## config.mk

```make
export PLATFORM = sky130hd
export DESIGN_NAME = pwm_pop_sequencer
export DESIGN_NICKNAME = d
export VERILOG_FILES = /design/src/rtl/pps_pkg.sv /design/src/rtl/pps_tick_gen.sv /design/src/rtl/pps_step_timer.sv /design/src/rtl/pps_seq_fsm.sv /design/src/rtl/pwm_pop_sequencer.sv
export SDC_FILE = /design/constraint.sdc
export NUM_CORES = 1
export LEC_CHECK = 0
export BUFFER_PORTS_ARGS = -buffer_cell sky130_fd_sc_hd__buf_2
export CORE_ASPECT_RATIO = 0.75
export CORE_MARGIN = 1.5
export CORE_UTILIZATION = 65
export CTS_CLUSTER_DIAMETER = 150
export DETAILED_ROUTE_END_ITERATION = 10
export GPL_TIMING_DRIVEN = 0
export PLACE_DENSITY = 0.95
export SLEW_MARGIN = 20
export SYNTH_ARGS = -nofsm -noshare
export SYNTH_HDL_FRONTEND = slang
export SYNTH_SLANG_ARGS = --single-unit
```

## constraint.sdc

```tcl
create_clock -name clk -period 5.15 [get_ports clk]
set_clock_uncertainty 0.15 [all_clocks]
set_input_delay 0.515 -clock clk [delete_from_list [all_inputs] [get_ports clk]]
set_output_delay 0.515 -clock clk [all_outputs]
set_load 0.01 [all_outputs]
```

## src/rtl/pps_pkg.sv

```systemverilog
package pps_pkg;

  typedef enum logic [2:0] {
    PH_IDLE = 3'd0,
    PH_WAIT = 3'd1,
    PH_UP   = 3'd2,
    PH_PLAY = 3'd3,
    PH_DOWN = 3'd4
  } phase_t;

  // Step-interval multiplier for each slope setting: proportions 2:4:6:13
  function automatic int unsigned slope_mult(input logic [1:0] sel);
    case (sel)
      2'b00:   return 2;
      2'b01:   return 4;
      2'b10:   return 6;
      default: return 13;
    endcase
  endfunction

endpackage

```

## src/rtl/pps_tick_gen.sv

```systemverilog
module pps_tick_gen #(
  parameter int unsigned TICK_DIV = 1000
) (
  input  logic clk,
  input  logic rst_n,
  output logic tick
);
  generate
    if (TICK_DIV <= 1) begin : g_every
      assign tick = 1'b1;
    end else begin : g_div
      localparam int unsigned CW = $clog2(TICK_DIV);
      localparam logic [CW-1:0] LAST = CW'(TICK_DIV - 1);
      logic [CW-1:0] cnt;
      always_ff @(posedge clk or negedge rst_n) begin
        if (!rst_n)           cnt <= '0;
        else if (cnt == LAST) cnt <= '0;
        else                  cnt <= cnt + 1'b1;
      end
      assign tick = (cnt == LAST);
    end
  endgenerate
endmodule

```

## src/rtl/pps_step_timer.sv

```systemverilog
module pps_step_timer #(
  parameter int unsigned LIM_W = 8
) (
  input  logic             clk,
  input  logic             rst_n,
  input  logic             clr,
  input  logic             tick,
  input  logic [LIM_W-1:0] limit,
  output logic             step
);
  logic [LIM_W-1:0] tcnt;

  // >= keeps stepping sane if the limit shrinks mid-interval
  assign step = tick && !clr && (({1'b0, tcnt} + 1'b1) >= {1'b0, limit});

  always_ff @(posedge clk or negedge rst_n) begin
    if (!rst_n)    tcnt <= '0;
    else if (clr)  tcnt <= '0;
    else if (tick) tcnt <= step ? '0 : tcnt + 1'b1;
  end
endmodule

```

## src/rtl/pps_seq_fsm.sv

```systemverilog
module pps_seq_fsm
  import pps_pkg::*;
#(
  parameter int unsigned DUTY_W     = 10,
  parameter int unsigned LIM_W      = 8,
  parameter int unsigned WAIT_TICKS = 20,
  parameter int unsigned STEP_UNIT  = 1
) (
  input  logic              clk,
  input  logic              rst_n,
  input  logic              pwr_down,
  input  logic [1:0]        ramp_speed,
  input  logic              byp_up,
  input  logic              byp_down,
  input  logic              float_en,
  input  logic              step,
  output logic [LIM_W-1:0]  limit,
  output logic              phase_start,
  output logic [DUTY_W-1:0] duty,
  output logic              audio_en,
  output logic              out_float
);
  localparam logic [DUTY_W-1:0] HALF = {1'b1, {(DUTY_W-1){1'b0}}};
  localparam logic [DUTY_W-1:0] ONE  = DUTY_W'(1);

  phase_t phase;

  always_comb begin
    if (phase == PH_WAIT) limit = LIM_W'(WAIT_TICKS);
    else                  limit = LIM_W'(slope_mult(ramp_speed) * STEP_UNIT);
  end

  always_ff @(posedge clk or negedge rst_n) begin
    if (!rst_n) begin
      phase       <= PH_IDLE;
      duty        <= '0;
      phase_start <= 1'b0;
    end else begin
      phase_start <= 1'b0;
      case (phase)
        PH_IDLE: begin
          if (!pwr_down) begin
            phase       <= PH_WAIT;
            phase_start <= 1'b1;
          end
        end
        PH_WAIT: begin
          if (pwr_down) begin
            phase       <= PH_IDLE;
            phase_start <= 1'b1;
          end else if (step) begin
            phase_start <= 1'b1;
            if (byp_up) begin
              duty  <= HALF;
              phase <= PH_PLAY;
            end else begin
              phase <= PH_UP;
            end
          end
        end
        PH_UP: begin
          if (pwr_down) begin
            phase_start <= 1'b1;
            if (byp_down || duty == '0) begin
              duty  <= '0;
              phase <= PH_IDLE;
            end else begin
              phase <= PH_DOWN;
            end
          end else if (step) begin
            duty <= duty + ONE;
            if (duty + ONE == HALF) begin
              phase       <= PH_PLAY;
              phase_start <= 1'b1;
            end
          end
        end
        PH_PLAY: begin
          if (pwr_down) begin
            phase_start <= 1'b1;
            if (byp_down) begin
              duty  <= '0;
              phase <= PH_IDLE;
            end else begin
              phase <= PH_DOWN;
            end
          end
        end
        PH_DOWN: begin
          if (step) begin
            duty <= duty - ONE;
            if (duty == ONE) begin
              phase       <= PH_IDLE;
              phase_start <= 1'b1;
            end
          end
        end
        default: begin
          phase <= PH_IDLE;
          duty  <= '0;
        end
      endcase
    end
  end

  assign audio_en  = (phase == PH_PLAY);
  assign out_float = float_en && (phase == PH_IDLE);
endmodule

```

## src/rtl/pwm_pop_sequencer.sv

```systemverilog
module pwm_pop_sequencer #(
  parameter int unsigned DUTY_W     = 10,
  parameter int unsigned TICK_DIV   = 12000,
  parameter int unsigned STEP_UNIT  = 5,
  parameter int unsigned WAIT_TICKS = 200
) (
  input  logic              clk,
  input  logic              rst_n,
  input  logic              pwr_down,
  input  logic [1:0]        ramp_speed,
  input  logic              byp_up,
  input  logic              byp_down,
  input  logic              float_en,
  output logic [DUTY_W-1:0] duty,
  output logic              audio_en,
  output logic              out_float
);
  localparam int unsigned MAX_RAMP = 13 * STEP_UNIT;
  localparam int unsigned MAX_LIM  = (MAX_RAMP > WAIT_TICKS) ? MAX_RAMP : WAIT_TICKS;
  localparam int unsigned LIM_W    = $clog2(MAX_LIM + 1);

  logic             tick;
  logic             step;
  logic             phase_start;
  logic [LIM_W-1:0] limit;

  pps_tick_gen #(.TICK_DIV(TICK_DIV)) u_tick (
    .clk  (clk),
    .rst_n(rst_n),
    .tick (tick)
  );

  pps_step_timer #(.LIM_W(LIM_W)) u_timer (
    .clk  (clk),
    .rst_n(rst_n),
    .clr  (phase_start),
    .tick (tick),
    .limit(limit),
    .step (step)
  );

  pps_seq_fsm #(
    .DUTY_W    (DUTY_W),
    .LIM_W     (LIM_W),
    .WAIT_TICKS(WAIT_TICKS),
    .STEP_UNIT (STEP_UNIT)
  ) u_fsm (
    .clk        (clk),
    .rst_n      (rst_n),
    .pwr_down   (pwr_down),
    .ramp_speed (ramp_speed),
    .byp_up     (byp_up),
    .byp_down   (byp_down),
    .float_en   (float_en),
    .step       (step),
    .limit      (limit),
    .phase_start(phase_start),
    .duty       (duty),
    .audio_en   (audio_en),
    .out_float  (out_float)
  );
endmodule

```

==> metrics.csv <==
stage;metric;value;unit
drt;ant_nets;0;
grt;grt_overflow;0;
grt;grt_max_degree;37;
finish;drive_gt1_share;10.2;%
setup_path;path_buf_inv;3;
logic_synthesis;synth.distinct_cells;52;
finish;nets;357;
setup_path;crit_path_start_kind;register;
setup_path;ff2ff_setup_slack;1450;ps
die;ioPinCount;20;
clock_network;cts_tree;yes;
drt;drc;0;
worst_hold_path;hold_path_class;input pin to asynchronous set/reset pin;
clock_network;hold_buffers;0;
pwr;ir_drop;0.000190;V
finish;fin_area;0.00285;mm2
placed_design;place_area;0.00278;mm2
logic_synthesis;ys_ff_latch;36;
setup_path;critical_path.max_fanout;10;
die;fp.dieH;57.9;um
clock_network;clk_pin_slew_worst_paths;70;ps
sta;setup_viol;0;
drt;drt_iter0_drc;310;
sta;slew_headroom;45.5;%
sta;worstMarginPinSlew;818;ps
clock_network;clockRootBuffer;clkbuf_8;
logic_synthesis;synthFlopType;dfrtp_1;
clock_network;cts.sinks;36;
logic_synthesis;syn_avg_cell_area;8.55;um2
setup_path;timing.rr.end;u_fsm.duty[1];
placed_design;portBuffers;19;
pwr;power_frac_comb;35.3;%
sta;finalHoldViolCount;0;
setup_path;worstReg2RegStart;u_fsm.phase[1];
setup_path;crit_top_cell;a21o_1;
sta;grt_setup_unrepaired;no;
placed_design;dp_hpwl;4480;um
drt;vias_per_cell;6.61;
sta;setup_ws;1450;ps
sta;setup_tns;0;ps
finish;fin_util;75.9;%
sta;timing.final.crit_share;71.8;%
die;dieArea;0.00442;mm2
sta;max_freq;271;MHz
die;initial_utilization;69.6;%
clock_network;cts_setup_buffers;0;
pwr;seq_power_share;40.5;%
setup_path;slowest_delay;500;ps
pwr;p_sw;0.318;mW
drt;dr.pass1.iters;6;
setup_path;path_delay_family;compound AO/OA/AOI/OAI gates;
status;status;completed;
clock_network;htreeDepth;2;
pwr;p_leak;1.31;nW
logic_synthesis;syn_nets;331;
setup_path;reg2regPathDepth;12;
setup_path;endpoint_kind;register;
sta;fin_hold_ws;156;ps
placed_design;pre_cts_ws;1530;ps
setup_path;path_cells;clkbuf_1, nor3_1, inv_1, nand2_1, ha_1, a21o_1, a221oi_1, o21ai_0, o21ai_1, a21o_1, buf_6, mux2_4;
die;core_region_area;0.00376;mm2
logic_synthesis;async_flop_share;100;%
setup_path;cp.required;5180;ps
logic_synthesis;yosys_warnings;0;
die;fp.dieW;76.2;um
pwr;p_int;0.497;mW
finish;fill_cells;282;
drt;wire_per_inst;16.5;um
clock_network;cts_resized;0;
logic_synthesis;synth_area;0.00262;mm2
pwr;power_density;286;mW/mm2
sta;min_period;3700;ps
grt;grt_pass1_wl;10400;um
logic_synthesis;seq_area_frac_synth;34.4;%
clock_network;clk_latency;290;ps
setup_path;criticalPathCategory;register to register;
pwr;sw_frac_of_total;39.0;%
logic_synthesis;synth_edf_count;0;
setup_path;crit_arrival;3730;ps
placed_design;gp_congestion;0.926;
grt;grt_pass1_vias;2229;
pwr;power_frac_clock;24.1;%
setup_path;crit_slowest_cell;nor3_1;
clock_network;cts_buffers;5;
logic_synthesis;synthCells;306;
grt;antenna_found_initial;0;
grt;grt_usage;29.8;%
finish;insertedDiodeCount;0;
drt;vias;2538;
flow_run;maxCapViolCount;0;
die;rows;19;
finish;area_growth;9.09;%
drt;drt_wl_total;6340;um
sta;slew_violations;0;
clock_network;clockBufferDepth;2;
==> per-layer routing <==
metal	vias to the layer above	GRT usage, %	wire (um)
met5	-	0	0
met4	0	9.52	104
met3	17	4.57	640
met2	162	47.3	2820
met1	1183	42.6	2770
li1	1176	-	-
==> worst max-delay path by stage <==
stage / start / to / slack [ps] / cells after the start
5_1_grt: u_fsm.phase[1] / u_fsm.duty[1] / 1180 / 12
2_1_floorplan: u_fsm.phase[1] / u_fsm.duty[1] / 2140 / 12
6_report: u_fsm.phase[1] / u_fsm.duty[1] / 1450 / 12
3_3_place_gp: u_fsm.phase[1] / u_fsm.duty[1] / 1600 / 12
3_5_place_dp: u_fsm.phase[1] / u_fsm.duty[1] / 1530 / 12
4_1_cts: u_fsm.phase[1] / u_fsm.duty[1] / 1500 / 12
==> state kept, by name, indices dropped and copies added (netlist names) <==
signal and count:
u_fsm.duty 10, u_fsm.phase 3, u_fsm.phase_start 1, u_tick.g_div.cnt 14, u_timer.tcnt 8
==> cell families (layout without fill, tap and decap cells) <==
| group | Yosys count | after routing | share of synthesized area [%] |
|---|---|---|---|
| flops | 36 | 36 | 34.4 |
| xor+xnor | 17 | 17 | 5.69 |
| fa+ha+maj | 17 | 17 | 8.13 |
| compound gates | 77 | 77 | 20.2 |
| buf+inv | 26 | 52 | 4.55 |
| simple gates | 130 | 130 | 25.6 |
| mux | 3 | 3 | 1.34 |
==> cells in the final DEF (no fill, tap or decap), types with 4 or more instances in the layout <==
cell,count
o22a_1,6
nand2_1,28
nand3_1,17
ha_1,17
clkbuf_8,5
o21ai_0,15
xnor2_1,7
a22o_1,6
nor2_1,33
o22ai_1,5
and2_1,4
nor3_1,8
a21o_1,7
inv_1,10
nand4_1,6
a21oi_1,15
clkbuf_1,11
and3_1,9
buf_2,22
dfrtp_1,36
xor2_1,10
==> synth_stat cells, drive strengths merged, types with 5 or more instances <==
library cell	instances	area [um2]
inv	11	43.8
nand3	17	85.1
and3	9	56.3
nor2	33	124
clkbuf	10	37.5
nand2	28	105
a21o	7	52.6
o22a	6	52.6
nor3	8	40.0
nand4	6	37.5
xnor2	7	61.3
a22o	6	52.6
buf	5	37.5
a21oi	15	75.1
xor2	10	87.6
ha	17	213
dfrtp	36	901
o21ai	16	80.1
o22ai	5	31.3
==> final cells by class <==
type                            count  area (um2)  share of cell area, %
Inverter                           11        43.8                   1.54
Multi-Input combinational cell    244        1600                   55.9
Buffer                             15        75.1                   2.63
Clock buffer                        6        72.6                   2.54
Tap cell                           52        65.1                   2.28
Sequential cell                    36         901                   31.6
Timing Repair Buffer               19        95.1                   3.33
Clock inverter                      1        5.00                  0.175
==> power groups by stage <==
stage | registers (mW) | clock network [mW] | logic (mW)
finish | 0.331 | 0.197 | 0.288
global route | 0.334 | 0.208 | 0.309
CTS | 0.329 | 0.196 | 0.280
detailed placement | 0.334 | 0 | 0.277
global placement | 0.334 | 0 | 0.269
floorplan | 0.335 | 0 | 0.196
==> metrics by stage <==
stage	instances	power (mW)
after detailed placement	377	0.612
after CTS	384	0.805
final	384	0.815
after floorplan	306	0.531
after global placement	377	0.603
after global routing	384	0.850
(Power assumes the default switching activity.)
